==> src/rtl/sa_pwr_pkg.sv <==
package sa_pwr_pkg;
  typedef enum logic [1:0] {
    SA_AWAKE  = 2'd0,
    SA_ASLEEP = 2'd1,
    SA_WAKING = 2'd2
  } sa_state_e;
endpackage

==> src/rtl/sa_pd_unit.sv <==
module sa_pd_unit
  import sa_pwr_pkg::*;
#(
  parameter int MULT_W     = 4,
  parameter int LIGHT_WAKE = 3,
  parameter int DEEP_WAKE  = 200,
  parameter int CNT_W      = 32
) (
  input  logic              clk,
  input  logic              rst,
  input  logic              req_valid,
  input  logic              cfg_deep,
  input  logic [MULT_W-1:0] cfg_mult,
  output logic              awake,
  output logic              sleep_light,
  output logic              sleep_deep,
  output logic [CNT_W-1:0]  asleep_cnt
);
  localparam int MAX_WAKE = (DEEP_WAKE > LIGHT_WAKE) ? DEEP_WAKE : LIGHT_WAKE;
  localparam int MAX_THR  = ((1 << MULT_W) - 1) * MAX_WAKE;
  localparam int IDLE_W   = $clog2(MAX_THR + 1);
  localparam int WAKE_W   = $clog2(MAX_WAKE + 1);
  localparam logic [IDLE_W-1:0] LIGHT_I    = IDLE_W'(LIGHT_WAKE);
  localparam logic [IDLE_W-1:0] DEEP_I     = IDLE_W'(DEEP_WAKE);
  localparam logic [WAKE_W-1:0] LIGHT_LAST = WAKE_W'(LIGHT_WAKE - 1);
  localparam logic [WAKE_W-1:0] DEEP_LAST  = WAKE_W'(DEEP_WAKE - 1);

  sa_state_e         st_q;
  logic [IDLE_W-1:0] idle_q;
  logic [IDLE_W-1:0] thr;
  logic [IDLE_W:0]   idle_nxt;
  logic [WAKE_W-1:0] wake_q;
  logic [WAKE_W-1:0] wake_last;
  logic              mode_q;
  logic [CNT_W-1:0]  cnt_q;

  // Threshold follows the live configuration; only awake subarrays use it.
  assign thr       = IDLE_W'(cfg_mult) * (cfg_deep ? DEEP_I : LIGHT_I);
  assign idle_nxt  = {1'b0, idle_q} + (IDLE_W+1)'(1);
  // Wake length follows the mode captured on entry to sleep.
  assign wake_last = mode_q ? DEEP_LAST : LIGHT_LAST;

  always_ff @(posedge clk) begin
    if (rst) begin
      st_q   <= SA_AWAKE;
      idle_q <= '0;
      wake_q <= '0;
      mode_q <= 1'b0;
      cnt_q  <= '0;
    end else begin
      case (st_q)
        SA_AWAKE: begin
          if (req_valid || thr == '0) begin
            idle_q <= '0;
          end else if (idle_nxt >= {1'b0, thr}) begin
            st_q   <= SA_ASLEEP;
            mode_q <= cfg_deep;
            idle_q <= '0;
          end else begin
            idle_q <= idle_nxt[IDLE_W-1:0];
          end
        end
        SA_ASLEEP: begin
          if (cnt_q != '1) cnt_q <= cnt_q + CNT_W'(1);
          if (req_valid) begin
            st_q   <= SA_WAKING;
            wake_q <= '0;
          end
        end
        SA_WAKING: begin
          if (wake_q == wake_last) begin
            st_q   <= SA_AWAKE;
            idle_q <= '0;
          end else begin
            wake_q <= wake_q + WAKE_W'(1);
          end
        end
        default: st_q <= SA_AWAKE;
      endcase
    end
  end

  assign awake       = (st_q == SA_AWAKE);
  assign sleep_light = (st_q == SA_ASLEEP) && !mode_q;
  assign sleep_deep  = (st_q == SA_ASLEEP) && mode_q;
  assign asleep_cnt  = cnt_q;


  stay_asleep_chk: assert property (@(posedge clk) disable iff (rst)
    (st_q == SA_ASLEEP && !req_valid) |=> (st_q == SA_ASLEEP));


  wake_start_chk: assert property (@(posedge clk) disable iff (rst)
    (st_q == SA_ASLEEP && req_valid) |=> (st_q == SA_WAKING));


  mode_hold_chk: assert property (@(posedge clk) disable iff (rst)
    (st_q != SA_AWAKE) |=> $stable(mode_q));


  asleep_count_chk: assert property (@(posedge clk) disable iff (rst)
    (st_q == SA_ASLEEP && cnt_q != '1) |=> (cnt_q == $past(cnt_q) + CNT_W'(1)));
endmodule

==> src/rtl/sa_bank_arb.sv <==
module sa_bank_arb #(
  parameter int WIDTH = 4
) (
  input  logic             clk,
  input  logic             rst,
  input  logic [WIDTH-1:0] cand,
  output logic [WIDTH-1:0] gnt
);
  // Lowest set bit wins.
  assign gnt = cand & (~cand + WIDTH'(1));


  one_grant_chk: assert property (@(posedge clk) disable iff (rst)
    $onehot0(gnt));


  grant_subset_chk: assert property (@(posedge clk) disable iff (rst)
    ((gnt & ~cand) == '0));
endmodule

==> src/rtl/sa_cnt_readout.sv <==
module sa_cnt_readout #(
  parameter int NUM   = 8,
  parameter int CNT_W = 32,
  parameter int SEL_W = 3
) (
  input  logic                      clk,
  input  logic                      rst,
  input  logic [NUM-1:0][CNT_W-1:0] cnts,
  input  logic [SEL_W-1:0]          sel,
  output logic [CNT_W-1:0]          rd_data
);
  logic [CNT_W-1:0] picked;

  always_comb begin
    picked = '0;
    for (int i = 0; i < NUM; i++) begin
      if (sel == SEL_W'(i)) picked = cnts[i];
    end
  end

  always_ff @(posedge clk) begin
    if (rst) rd_data <= '0;
    else     rd_data <= picked;
  end
endmodule

==> src/rtl/sa_pwr_mgr.sv <==
module sa_pwr_mgr #(
  parameter int NUM_SUB    = 8,
  parameter int BANK_SIZE  = 4,
  parameter int MULT_W     = 4,
  parameter int CNT_W      = 32,
  parameter int LIGHT_WAKE = 3,
  parameter int DEEP_WAKE  = 200,
  parameter int SEL_W      = (NUM_SUB > 1) ? $clog2(NUM_SUB) : 1
) (
  input  logic               clk,
  input  logic               rst,
  input  logic [NUM_SUB-1:0] req_valid,
  output logic [NUM_SUB-1:0] req_ready,
  input  logic               cfg_deep,
  input  logic [MULT_W-1:0]  cfg_mult,
  output logic [NUM_SUB-1:0] sleep_light,
  output logic [NUM_SUB-1:0] sleep_deep,
  input  logic [SEL_W-1:0]   rd_sel,
  output logic [CNT_W-1:0]   rd_asleep
);
  localparam int NUM_BANK = NUM_SUB / BANK_SIZE;

  logic [NUM_SUB-1:0]            awake;
  logic [NUM_SUB-1:0][CNT_W-1:0] cnts;

  for (genvar s = 0; s < NUM_SUB; s++) begin : g_sub
    sa_pd_unit #(
      .MULT_W(MULT_W), .LIGHT_WAKE(LIGHT_WAKE),
      .DEEP_WAKE(DEEP_WAKE), .CNT_W(CNT_W)
    ) u_unit (
      .clk(clk), .rst(rst), .req_valid(req_valid[s]),
      .cfg_deep(cfg_deep), .cfg_mult(cfg_mult),
      .awake(awake[s]), .sleep_light(sleep_light[s]),
      .sleep_deep(sleep_deep[s]), .asleep_cnt(cnts[s])
    );
  end

  for (genvar b = 0; b < NUM_BANK; b++) begin : g_bank
    sa_bank_arb #(.WIDTH(BANK_SIZE)) u_arb (
      .clk(clk), .rst(rst),
      .cand(awake[b*BANK_SIZE +: BANK_SIZE] & req_valid[b*BANK_SIZE +: BANK_SIZE]),
      .gnt(req_ready[b*BANK_SIZE +: BANK_SIZE])
    );
  end

  sa_cnt_readout #(.NUM(NUM_SUB), .CNT_W(CNT_W), .SEL_W(SEL_W)) u_rd (
    .clk(clk), .rst(rst), .cnts(cnts), .sel(rd_sel), .rd_data(rd_asleep)
  );


  ready_when_awake_chk: assert property (@(posedge clk) disable iff (rst)
    ((req_ready & (sleep_light | sleep_deep)) == '0));


  ready_needs_valid_chk: assert property (@(posedge clk) disable iff (rst)
    ((req_ready & ~req_valid) == '0));
endmodule

==> config.mk <==
export PLATFORM = sky130hd
export DESIGN_NAME = sa_pwr_mgr
export DESIGN_NICKNAME = d
export VERILOG_FILES = /design/src/rtl/sa_pwr_pkg.sv /design/src/rtl/sa_pd_unit.sv /design/src/rtl/sa_bank_arb.sv /design/src/rtl/sa_cnt_readout.sv /design/src/rtl/sa_pwr_mgr.sv
export SDC_FILE = /design/constraint.sdc
export NUM_CORES = 1
export LEC_CHECK = 0
export BUFFER_PORTS_ARGS = -buffer_cell sky130_fd_sc_hd__buf_2
export CORE_UTILIZATION = 57
export DETAILED_ROUTE_END_ITERATION = 8
export PLACE_DENSITY = 0.74
export SYNTH_ARGS = -nofsm -noshare
export SYNTH_HDL_FRONTEND = slang
export SYNTH_SLANG_ARGS = --single-unit
==> constraint.sdc <==
create_clock -name clk -period 4.6 [get_ports clk]
set_clock_uncertainty 0.1 [all_clocks]
set_input_delay 0.23 -clock clk [delete_from_list [all_inputs] [get_ports clk]]
set_output_delay 0.23 -clock clk [all_outputs]
set_load 0.01 [all_outputs]
* Yosys cells after proc, flatten, opt, wreduce, memory -nomap -nowiden
Index checks and enable logic that the tools add are counted.
Word-level totals: flip-flop bits (word level) 472, input port bits 18, output and inout bits 56
Operators by class: add/subtract/negate cells 26, multiply operators 1, magnitude comparators 8, equal/unequal tests 79, multiplexer cells 113, bitwise gates (word level) 14, reductions and logical operators 98
Operator list (number):
- $mux W12 | 24
- $add A32 B1 Y32 const B | 8
- $mux W32 | 8
- $ne A32 B32 Y1 const B | 8
- $mux W8 | 25
- $pmux W12 S2 | 8
- $pmux W8 S2 | 8
- $add A12 B1 Y13 const B | 8
- $ge A13 B12 Y1 | 8
- $add A8 B1 Y8 const B | 8
- $eq A8 B8 Y1 | 8
- $mux W2 | 32
- $ne A2 B2 Y1 const B | 32
- $pmux W2 S3 | 8
- $reduce_and A3 Y1 | 16
- $reduce_and A2 Y1 | 16
- $reduce_and A4 Y1 | 8
- $reduce_bool A2 Y1 | 16
- $and A4 B4 Y4 | 4
- $eq A2 B1 Y1 const B | 8
- $eq A2 B2 Y1 const B | 8
- $logic_and A1 B1 Y1 | 16
- $logic_not A2 Y1 | 8
- $ne A2 B1 Y1 const B | 8
- 11 further kinds | 38

* Logic depth before layout (Yosys ltp)
Gate-level depths: netlist of the first run.
depth in word-level cells 9, depth in mapped cells 22

* Modules after synthesis
Synthesis of the first run repeated with hierarchy kept, for this count alone.
Second synthesis, totals: cells, all modules 3904, area, all modules 32526.2 um^2
Modules (own cells, without submodules):
- sa_pd_unit at g_sub[0].u_unit ... | instances 6, cells an instance 436, area each 3653.5 um^2, seq. area each 1101.1 um^2
- sa_pd_unit at g_sub[7].u_unit | instances 1, cells an instance 432, area each 3662.3 um^2, seq. area each 1101.1 um^2
- sa_pd_unit at g_sub[3].u_unit | instances 1, cells an instance 427, area each 3626.0 um^2, seq. area each 1101.1 um^2
- sa_cnt_readout | instances 1, cells an instance 413, area each 3194.3 um^2, seq. area each 640.6 um^2
- sa_bank_arb | instances 2, cells an instance 4, area each 36.3 um^2, seq. area each 0.0 um^2
- sa_pwr_mgr | instances 1, cells an instance 8, area each 50.0 um^2, seq. area each 0.0 um^2

* Worst setup path before layout of the first run
OpenSTA, ideal clock, no wires.
kind input-to-reg, start in cfg_deep, end reg g_sub[4].u_unit.idle_q[0], arrival time 4.140 ns, required time 4.430 ns, path slack 0.290 ns, cell stages on the path 18, path buffers 2, cells stage by stage clkbuf_1 clkbuf_1 and2_1 fa_1 ha_1 a21o_1 a21oi_1 xor2_1 ha_1 a21oi_1 nand2_1 a21oi_1 o21ai_0 maj3_1 nand2_1 a21oi_1 or3_1 a21oi_1
On the way: word-level cells in the longest chain between the ends 6, elaborated cells on any way between the ends 8
Ends and longest elaborated chain:
- start: declaration | line sa_pwr_mgr.sv:14 | input logic cfg_deep,
- $mux W8 (*) | line sa_pd_unit.sv:38 | assign thr = IDLE_W'(cfg_mult) * (cfg_deep ? DEEP_I : LIGHT_I);
- $mul A4 B12 Y12 (*) | line sa_pd_unit.sv:38
- $ge A13 B12 Y1 or $logic_not A12 Y1 (tied branches) | line sa_pd_unit.sv:55, sa_pd_unit.sv:53
- $mux W12 or $logic_or A1 B1 Y1 (tied branches) | line sa_pd_unit.sv:55, sa_pd_unit.sv:53
- $mux W12 (*) | line sa_pd_unit.sv:53 | if (req_valid || thr == '0) begin
- $pmux W12 S2 (*) | line sa_pd_unit.sv:51 | case (st_q)
- end signal: assignment | line sa_pd_unit.sv:60 | idle_q <= idle_nxt[IDLE_W-1:0];
- end: declaration | line sa_pd_unit.sv:29 | logic [IDLE_W-1:0] idle_q;
Every way passes the cells marked *; elsewhere a longest branch is shown, timed or not. A chain may end at the register's enable or synchronous reset.

* Worst setup path in the final report of the first run
start in cfg_deep, end reg g_sub[3].u_unit.idle_q[4]
On the way: word-level cells in the longest chain between the ends 6, elaborated cells on any way between the ends 8
Ends and longest elaborated chain (line):
- $mux W8 (*) | sa_pd_unit.sv:38
- $mul A4 B12 Y12 (*) | sa_pd_unit.sv:38
- $ge A13 B12 Y1 or $logic_not A12 Y1 (tied branches) | sa_pd_unit.sv:55, sa_pd_unit.sv:53
- $mux W12 or $logic_or A1 B1 Y1 (tied branches) | sa_pd_unit.sv:55, sa_pd_unit.sv:53
- $mux W12 (*) | sa_pd_unit.sv:53
- $pmux W12 S2 (*) | sa_pd_unit.sv:51
- end signal: assignment | sa_pd_unit.sv:60
- end: declaration | sa_pd_unit.sv:29
Marked as above.

==> results of run 1 <==
[critical path, cell delays in order]
cell      delay, ns
buf_2          0.17
mux2_2         0.36
ha_1           0.30
ha_1           0.24
or3_1          0.41
o221ai_1       0.28
nand2_1        0.15
xnor2_1        0.51
ha_1           0.29
a211oi_1       0.06
o21ai_0        0.12
o22ai_1        0.13
a211oi_1       0.37
o21ai_0        0.19
and4_4         0.27
a22oi_1        0.17
nor2_1         0.06
[final timing paths]
check	end	slack (ns)	cells after the start
worst min-delay path	g_sub[6].u_unit.asleep_cnt[20]	0.01	2
worst max-delay path	g_sub[3].u_unit.idle_q[4]	0.62	17
worst max register to register	g_sub[6].u_unit.idle_q[3]	1.08	16
worst min register to register	g_sub[4].u_unit.idle_q[1]	0.38	2
[kinds of logic after synthesis]
family                   Yosys count
AND/OR/NAND/NOR                 1489
AO/OA/AOI/OAI                    477
flip-flops                       472
XOR/XNOR                         340
buffers and inverters            194
adder cells (fa/ha/maj)          124
multiplexers                      60
other                              1
[metal layers]
layer  GRT usage  up-vias  share of wire
li1            -    11200              -
met5           0        -        0.00014
met1       0.396    10800           0.47
met2       0.439      640           0.44
met3      0.0413       95          0.065
met4      0.0905        2          0.024
[state kept, by name (all words and copies together), names as in the netlist]
signal	cells
g_sub.u_unit.idle_q	96
g_sub.u_unit.wake_q	64
g_sub.u_unit.mode_q	8
u_rd.rd_data	32
g_sub.u_unit.asleep_cnt	256
g_sub.u_unit.st_q	16
[final cells by class]
class | count | area, um^2 | share of cell area
clock buffer | 78 | 1560 | 0.0547
clock inverter | 12 | 138 | 0.00483
inverter | 60 | 225 | 0.00790
multi-input combinational | 2491 | 15700 | 0.551
sequential | 472 | 9450 | 0.331
tap | 592 | 741 | 0.0260
timing repair buffer | 112 | 701 | 0.0246
[metrics by stage]
step	instance area (um^2)	util	hold slack, ns
4_1_cts	28500	0.639	0.0416
3_3_place_gp	26700	0.599	0.361
2_1_floorplan	26000	-	0.209
6_report	28500	0.639	0.0138
5_1_grt	28500	0.639	0.0569
3_5_place_dp	26700	0.599	0.374
[power groups by stage]
stage / registers, mW / logic (mW) / clock network (mW)
2_1_floorplan: 4.22 / 0.426 / 0
3_3_place_gp: 4.22 / 0.618 / 0
3_5_place_dp: 4.22 / 0.641 / 0
4_1_cts: 4.13 / 0.651 / 4.22
5_1_grt: 4.13 / 0.729 / 4.36
6_report: 4.13 / 0.659 / 4.15
[cell usage after synthesis, types with 12 or more instances]
master / number / area, um^2
nand4_1: 83 / 519
nand3_1: 203 / 1020
and3_1: 64 / 400
nand2b_1: 28 / 175
xor2_1: 221 / 1940
a21o_1: 13 / 97.6
o21ai_0: 104 / 521
dfxtp_1: 472 / 9450
buf_2: 12 / 60.1
a22oi_1: 51 / 383
nor2b_1: 44 / 275
buf_4: 20 / 150
a31oi_1: 16 / 100
inv_1: 60 / 225
nor2_1: 518 / 1940
ha_1: 122 / 1530
xnor2_1: 119 / 1040
a2111oi_0: 24 / 210
nor3_1: 63 / 315
nand2_1: 277 / 1040
mux2i_1: 34 / 340
o221ai_1: 13 / 114
or3_1: 31 / 194
clkbuf_1: 98 / 368
mux4_2: 23 / 518
o22ai_1: 58 / 363
and4_1: 44 / 385
a21oi_1: 135 / 676
or2_2: 29 / 181
and2_1: 39 / 244
[timing repair]
item,CTS,global route
buffers inserted,0,0
endpoints found under the hold margin,27,0
hold buffers,8,0
==> reports/results.ini, run 1 <==
[clock_tree]
cts_tree = built
clk_latency_ns = 0.60
htree_levels = 2
cts-resized-gates = 0
cts_root_buf = clkbuf_16
numCtsBuffers = 50
cts_buffer_depth = 3
clk_pin_slew_ns = 0.06
clkSinkCount = 472

[outcome]
status = complete, no violations

[timing]
fin_crit_sh = 0.866
setup_tns_ns = 0
tightest_slew_ns = 1.08
hold_violations = 0
setup_ws_ns = 0.616
fmaxAchievable_mhz = 251
fin_crit_ns = 3.98
final_max_slew_viol_count = 0
setup_violations = 0
rsz0062_at_grt = no
relSlewSlack = 0.261

[route]
vias = 22800
detail_route.iter0.violations = 1950
post-route-drc-count = 0
via_per_inst = 5.96
first_pass_iters = 5
final_antenna_net_count = 0
routed_wl_um = 66200
wl_per_cell_um = 17.3

[critical_path]
arrival_ns = 4.35
r2r_start = g_sub[6].u_unit.idle_q[0]
cp.required_ns = 4.96
critPathLaunchType = primary input
crit_type = in -> reg
crit_fanout = 13
cp-startpoint = cfg_deep
worst_setup_path_end_kind = flop

[synthesis]
syn_area_per_cell_um2 = 8.23
syn_inst = 3157
synth_cell_types = 80
seq_area_frac_synth = 0.364
synth_edf_count = 0
synthXorXnorAreaFrac = 0.115
synth.cell_area_mm2 = 0.0260
muxShareOfSynthArea = 0.0349
synth_top_family_by_area = simple AND/OR/NAND/NOR gates
synth_fa_ha_area_frac = 0.0599
synth_compound_area_frac = 0.116
synthArstFlopShare = 0
ys.warnings.count = 0
yosys.area_share.simple = 0.279
synth_ff_type = dfxtp_1
syn-num-nets = 3298
synth-seq-cells = 472

[hold_path]
hold_start = rst
hp-class = in -> reg

[power_and_ir_drop]
finalPower_mw = 8.93
seq_power_share = 0.462
ir_drop_uv = 283
power.share.combinational = 0.074
p_per_area_mw_per_mm2 = 313
leakagePower_nw = 11.1
clkPwrFrac = 0.464
intPower_mw = 6.82
netSwitchingFraction = 0.236
p_sw_mw = 2.11

[global_route]
grt_pass1_vias = 21100
grt_max_degree = 175
groute.usage.overall = 0.281
grt.overflow.total = 0
grt_first_pass_wirelength_um = 107000
antenna_found_initial = 3

[floorplan]
dieHeight_um = 215
ios = 74
dieArea_mm2 = 0.0464
floorplan.core_area_mm2 = 0.0446
rows = 77
die_x_um = 215
initial_core_util = 0.582

[final_layout]
final_cells = 3817
drive_above_1_share = 0.0809
fill_cells = 3752
layout_common_cells = nor2_1, dfxtp_1, nand2_1, xor2_1, nand3_1
layout_commonest_cell = nor2_1
final_nets = 3328
num_antenna_cells = 0
area_growth_pct = 9.77

[flow_run]
cap_violations = 0

[placed_design]
port_buffers = 73
dp_hpwl_um = 47500
dp_cells = 3719
gp_congestion = 0.907
dp_slack_ns = 0.0969

(Power assumes the default switching activity.)
==> inputs of run 2 (changes only) <==
--- a/config.mk
+++ b/config.mk
@@ -8,6 +8,7 @@
 export BUFFER_PORTS_ARGS = -buffer_cell sky130_fd_sc_hd__buf_2
 export CORE_UTILIZATION = 57
 export DETAILED_ROUTE_END_ITERATION = 8
+export HOLD_SLACK_MARGIN = 0.1
 export PLACE_DENSITY = 0.74
 export SYNTH_ARGS = -nofsm -noshare
 export SYNTH_HDL_FRONTEND = slang
==> reports/results.ini, run 2 (same netlist as run 1, synthesis figures left out) <==
[final_layout]
fill_cells = 3756  ; was 3752
final_nets = 3331  ; was 3328
final_cells = 3820  ; was 3817
drive_above_1_share = 0.0836  ; was 0.0809
largest_reg_flops = 256  ; unchanged
layout_common_cells = nor2_1, dfxtp_1, nand2_1, xor2_1, nand3_1  ; unchanged
final_area_mm2 = 0.0286  ; was 0.0285 mm^2
layout_commonest_cell = nor2_1  ; unchanged
num_antenna_cells = 0  ; unchanged
area_growth_pct = 10.0  ; was 9.77%

[clock_tree]
cts_tree = built  ; unchanged
clk_pin_slew_ns = 0.06  ; about the same
cts_root_buf = clkbuf_16  ; unchanged
clk_latency_ns = 0.60  ; about the same
numCtsBuffers = 50  ; unchanged
post_cts_buffers = 0  ; unchanged
clkSinkCount = 472  ; unchanged
cts_buffer_depth = 3  ; unchanged
htree_levels = 2  ; unchanged

[floorplan]
ios = 74  ; unchanged
dieHeight_um = 215  ; unchanged
rows = 77  ; unchanged
dieArea_mm2 = 0.0464  ; unchanged
floorplan.core_area_mm2 = 0.0446  ; unchanged
initial_core_util = 0.582  ; unchanged
die_x_um = 215  ; unchanged

[route]
route.met3.wl_um = 4570  ; was 4310 um
first_pass_iters = 6  ; was 5
post-route-drc-count = 0  ; unchanged
via_per_inst = 5.97  ; was 5.96
wl_per_cell_um = 17.4  ; was 17.3 um
met1_length_um = 30800  ; was 30900 um
routed_wl_um = 66400  ; was 66200 um
vias = 22800  ; about the same
wl_met2_um = 29400  ; about the same
final_antenna_net_count = 0  ; unchanged
highest_layer = met5  ; unchanged
detail_route.iter0.violations = 2016  ; was 1950

[timing]
setup_ws_ns = 0.173  ; was 0.616 ns
hold_violations = 0  ; unchanged
fin_crit_sh = 0.962  ; was 0.866
tightest_slew_ns = 1.11  ; was 1.08 ns
fmaxAchievable_mhz = 226  ; was 251 MHz
fin_crit_ns = 4.43  ; was 3.98 ns
relSlewSlack = 0.239  ; was 0.261
setup_violations = 0  ; unchanged
final_max_slew_viol_count = 0  ; unchanged

[global_route]
grt_max_degree = 175  ; unchanged
groute.usage.overall = 0.281  ; about the same
grt_first_pass_wirelength_um = 107000  ; unchanged
grt.overflow.total = 0  ; unchanged
antenna_found_initial = 3  ; unchanged
grt_pass1_vias = 21100  ; about the same

[power_and_ir_drop]
netSwitchingFraction = 0.237  ; was 0.236
p_sw_mw = 2.12  ; was 2.11 mW
seq_power_share = 0.461  ; was 0.462
leakagePower_nw = 11.1  ; about the same
clkPwrFrac = 0.464  ; about the same
p_per_area_mw_per_mm2 = 313  ; about the same
power.share.combinational = 0.075  ; was 0.074
ir_drop_uv = 283  ; about the same
finalPower_mw = 8.95  ; was 8.93 mW
intPower_mw = 6.83  ; was 6.82 mW

[placed_design]
placed_cell_area_mm2 = 0.0267  ; unchanged
gp_congestion = 0.907  ; unchanged
port_buffers = 73  ; unchanged
dp_hpwl_um = 47500  ; unchanged
dp_slack_ns = 0.0969  ; unchanged
dp_cells = 3719  ; unchanged

[critical_path]
r2r_slack_ns = 1.14  ; was 1.08 ns
r2r_end = g_sub[1].u_unit.idle_q[4]  ; was g_sub[6].u_unit.idle_q[3]
r2r_cells = 15  ; was 16
cp.required_ns = 5.00  ; was 4.96 ns
crit_fanout = 11  ; was 13
arrival_ns = 4.83  ; was 4.35 ns
setup.worst_path.end = g_sub[3].u_unit.idle_q[8]  ; was g_sub[3].u_unit.idle_q[4]
r2r_start = g_sub[1].u_unit.idle_q[0]  ; was g_sub[6].u_unit.idle_q[0]
worst_setup_path_end_kind = flop  ; unchanged
crit_type = in -> reg  ; unchanged
critPathLaunchType = primary input  ; unchanged
cp-startpoint = cfg_deep  ; unchanged

[outcome]
status = complete, no violations  ; unchanged

[hold_path]
hp-class = in -> reg  ; unchanged

[flow_run]
cap_violations = 0  ; unchanged

[run 2: cell type report]
cell class | count | area (um^2) | area share
multi-input cells | 2492 | 15700 | 0.551
flip-flops and latches | 472 | 9450 | 0.331
clock buffers | 78 | 1560 | 0.0546
well taps | 592 | 741 | 0.0259
repair buffers | 114 | 723 | 0.0253
inverters | 60 | 225 | 0.00788
clock inverters | 12 | 138 | 0.00482
[run 2: critical path, cell delays in order]
cell and delay [ns]:
dlygate4sd3_1 0.64, buf_4 0.21, mux2_2 0.35, ha_1 0.30, ha_1 0.24, or3_1 0.43, o221ai_2 0.21, nand2_1 0.15
xnor2_2 0.23, ha_1 0.26, a211oi_1 0.22, o21ai_1 0.14, o22ai_1 0.17, a211oi_1 0.13, a221oi_2 0.35, and4_4 0.34
nand3_1 0.09, a31oi_1 0.13
[run 2: routing by layer]
| metal | up-vias | global-route usage |
|---|---|---|
| li1 | 11200 | - |
| met1 | 10800 | 0.396 |
| met2 | 729 | 0.438 |
| met3 | 98 | 0.0420 |
| met4 | 2 | 0.0922 |
| met5 | - | 0 |
[run 2: per-stage QoR]
stage | setup TNS (ns) | utilization | hold slack, ns
after detailed placement | 0 | 0.599 | 0.374
after CTS | 0 | 0.640 | 0.179
final | 0 | 0.641 | 0.207
after floorplan | 0 | - | 0.209
after global routing | -0.0670 | 0.641 | 0.235
after global placement | 0 | 0.599 | 0.361
[run 2: repair_timing]
action | CTS | global route
hold buffers | 10 | 0
endpoints found under the setup margin | 0 | 68
gates resized for setup | 0 | 12
endpoints found under the hold margin | 172 | 0
[run 2: power by group through the flow]
| stage | logic, mW | clock network, mW | registers [mW] |
|---|---|---|---|
| final | 0.668 | 4.15 | 4.13 |
| after global routing | 0.738 | 4.36 | 4.13 |
| after CTS | 0.653 | 4.22 | 4.13 |
| after detailed placement | 0.641 | 0 | 4.22 |
| after global placement | 0.618 | 0 | 4.22 |
| after floorplan | 0.426 | 0 | 4.22 |
[run 2: worst min path at each step]
| stage | from | endpoint | slack [ns] | cells past startpoint |
|---|---|---|---|---|
| after floorplan | req_valid[1] | g_sub[1].u_unit.st_q[0] | 0.21 | 1 |
| after global placement | g_sub[4].u_unit.idle_q[1] | g_sub[4].u_unit.idle_q[1] | 0.36 | 2 |
| after detailed placement | g_sub[4].u_unit.idle_q[1] | g_sub[4].u_unit.idle_q[1] | 0.37 | 2 |
| after CTS | rd_sel[0] | u_rd.rd_data[3] | 0.18 | 4 |
| after global routing | rd_sel[0] | u_rd.rd_data[3] | 0.24 | 4 |
| final | rd_sel[0] | u_rd.rd_data[3] | 0.21 | 4 |
==> inputs of run 3 (changes only) <==
--- a/config.mk
+++ b/config.mk
@@ -9,7 +9,7 @@
 export CORE_UTILIZATION = 57
 export DETAILED_ROUTE_END_ITERATION = 8
 export HOLD_SLACK_MARGIN = 0.1
-export PLACE_DENSITY = 0.74
+export PLACE_DENSITY = 0.77
 export SYNTH_ARGS = -nofsm -noshare
 export SYNTH_HDL_FRONTEND = slang
 export SYNTH_SLANG_ARGS = --single-unit
==> reports/results.ini, run 3 (same netlist as run 1, synthesis figures left out) <==
[flow_run]
cap_violations = 0  ; unchanged

[clock_tree]
cts_buffer_depth = 3  ; unchanged
htree_levels = 2  ; unchanged
cts_root_buf = clkbuf_16  ; unchanged
cts_tree = built  ; unchanged
post_cts_buffers = 0  ; unchanged
clk_pin_slew_ns = 0.06  ; about the same
clkSinkCount = 472  ; unchanged
cts-resized-gates = 0  ; unchanged
numCtsBuffers = 50  ; unchanged
clk_latency_ns = 0.61  ; was 0.60 ns

[final_layout]
final_cells = 3825  ; was 3820
drive_above_1_share = 0.0823  ; was 0.0836
layout_commonest_cell = nor2_1  ; unchanged
final_core_util = 0.643  ; was 0.641
layout_common_cells = nor2_1, dfxtp_1, nand2_1, xor2_1, nand3_1  ; unchanged
largest_reg_flops = 256  ; unchanged
final_nets = 3335  ; was 3331
num_antenna_cells = 0  ; unchanged
area_growth_pct = 10.4  ; was 10.0%
final_area_mm2 = 0.0287  ; was 0.0286 mm^2

[critical_path]
critPathLaunchType = primary input  ; unchanged
worst_setup_path_end_kind = flop  ; unchanged
crit_fanout = 11  ; unchanged
cp.required_ns = 5.02  ; was 5.00 ns
r2r_cells = 16  ; was 15
r2r_slack_ns = 0.89  ; was 1.14 ns
arrival_ns = 4.65  ; was 4.83 ns
crit_type = in -> reg  ; unchanged

[placed_design]
gp_congestion = 0.883  ; was 0.907
port_buffers = 73  ; unchanged
dp_cells = 3721  ; was 3719
dp_slack_ns = -0.0934  ; was 0.0969 ns
placed_cell_area_mm2 = 0.0268  ; was 0.0267 mm^2
dp_hpwl_um = 48600  ; was 47500 um

[power_and_ir_drop]
p_sw_mw = 2.18  ; was 2.12 mW
leakagePower_nw = 11.1  ; about the same
intPower_mw = 7.01  ; was 6.83 mW
power.share.combinational = 0.072  ; was 0.075
ir_drop_uv = 318  ; was 283 uV
clkPwrFrac = 0.479  ; was 0.464
netSwitchingFraction = 0.237  ; about the same
seq_power_share = 0.449  ; was 0.461
p_per_area_mw_per_mm2 = 320  ; was 313 mW/mm^2

[timing]
fin_crit_sh = 0.919  ; was 0.962
fmaxAchievable_mhz = 237  ; was 226 MHz
final_max_slew_viol_count = 0  ; unchanged
hold_violations = 0  ; unchanged
tightest_slew_ns = 1.07  ; was 1.11 ns
setup_violations = 0  ; unchanged
relSlewSlack = 0.285  ; was 0.239
setup_ws_ns = 0.374  ; was 0.173 ns
rsz0062_at_grt = no
fin_crit_ns = 4.23  ; was 4.43 ns
setup_tns_ns = 0  ; unchanged

[floorplan]
floorplan.core_area_mm2 = 0.0446  ; unchanged
die_x_um = 215  ; unchanged
dieArea_mm2 = 0.0464  ; unchanged
initial_core_util = 0.582  ; unchanged
rows = 77  ; unchanged
dieHeight_um = 215  ; unchanged
ios = 74  ; unchanged

[global_route]
grt.overflow.total = 0  ; unchanged
antenna_found_initial = 0  ; was 3
grt_max_degree = 216  ; was 175
grt_pass1_vias = 21900  ; was 21100
grt_first_pass_wirelength_um = 110000  ; was 107000 um
groute.usage.overall = 0.287  ; was 0.281

[route]
detail_route.iter0.violations = 2201  ; was 2016
via_per_inst = 6.07  ; was 5.97
post-route-drc-count = 0  ; unchanged
routed_wl_um = 67800  ; was 66400 um
vias = 23200  ; was 22800
first_pass_iters = 6  ; unchanged
wl_per_cell_um = 17.7  ; was 17.4 um
final_antenna_net_count = 0  ; unchanged

[hold_path]
hold_depth = 4  ; unchanged
hp-class = in -> reg  ; unchanged

[outcome]
status = complete, no violations  ; unchanged

[run 3: cell types whose count changed in the layout (fill, tap and decap cells not counted), moves of 2 or more]
| cell | delta |
|---|---|
| clkbuf_16 | -3 |
| inv_6 | +2 |
| dlygate4sd3_1 | +3 |
| clkbuf_8 | -4 |
| bufinv_16 | +6 |
| clkbuf_1 | -2 |
| o21ai_0 | +2 |
[run 3: worst paths after layout]
kind / start / to
setup / recovery: cfg_deep / g_sub[0].u_unit.idle_q[7]
hold / removal: cfg_deep / g_sub[5].u_unit.mode_q
setup reg to reg: g_sub[5].u_unit.idle_q[0] / g_sub[5].u_unit.idle_q[4]
hold reg to reg: g_sub[4].u_unit.idle_q[1] / g_sub[4].u_unit.idle_q[1]
[run 3: metal layers]
metal	global-route usage	wire (um)	up-vias
met5	0	0	-
met1	0.395	30000	11100
met3	0.0406	5250	111
met4	0.0879	1530	0
li1	-	-	11200
met2	0.464	31100	820
[run 3: cell type report]
class / count / area, um^2
Inverter: 60 / 225
Tap cell: 592 / 741
Clock buffer: 69 / 1420
Clock inverter: 22 / 363
Timing Repair Buffer: 119 / 766
Fill cell: 3688 / 15900
Multi-Input combinational cell: 2491 / 15700
Sequential cell: 472 / 9450
[run 3: through the flow]
| stage | power (mW) | hold slack, ns |
|---|---|---|
| global route | 9.47 | 0.150 |
| global placement | 4.83 | 0.365 |
| CTS | 9.21 | 0.115 |
| detailed placement | 4.85 | 0.374 |
| finish | 9.18 | 0.157 |
| floorplan | 4.65 | 0.209 |
[run 3: power by group through the flow]
stage	combinational (mW)	sequential, mW	clock (mW)
floorplan	0.426	4.22	0
global placement	0.614	4.22	0
detailed placement	0.637	4.22	0
CTS	0.650	4.13	4.44
global route	0.727	4.13	4.62
finish	0.660	4.13	4.40
[run 3: repair_timing]
action                     4_1_cts  5_1_grt
hold endpoints to repair       162        0
hold buffers                    13        0
setup endpoints to repair        0        0
[run 3: worst max-delay path: stages]
cell and delay, ns:
buf_2 0.21, buf_4 0.23, nor2_1 0.08, fa_1 0.39, ha_1 0.24, or3_1 0.40, o221ai_1 0.28, nand2_1 0.15
xnor2_1 0.44, ha_1 0.37, nand2_1 0.08, mux2_2 0.14, nand4b_1 0.13, a41oi_1 0.23, o21ai_1 0.16, nor2_1 0.57
a22oi_1 0.19, nor2_1 0.13
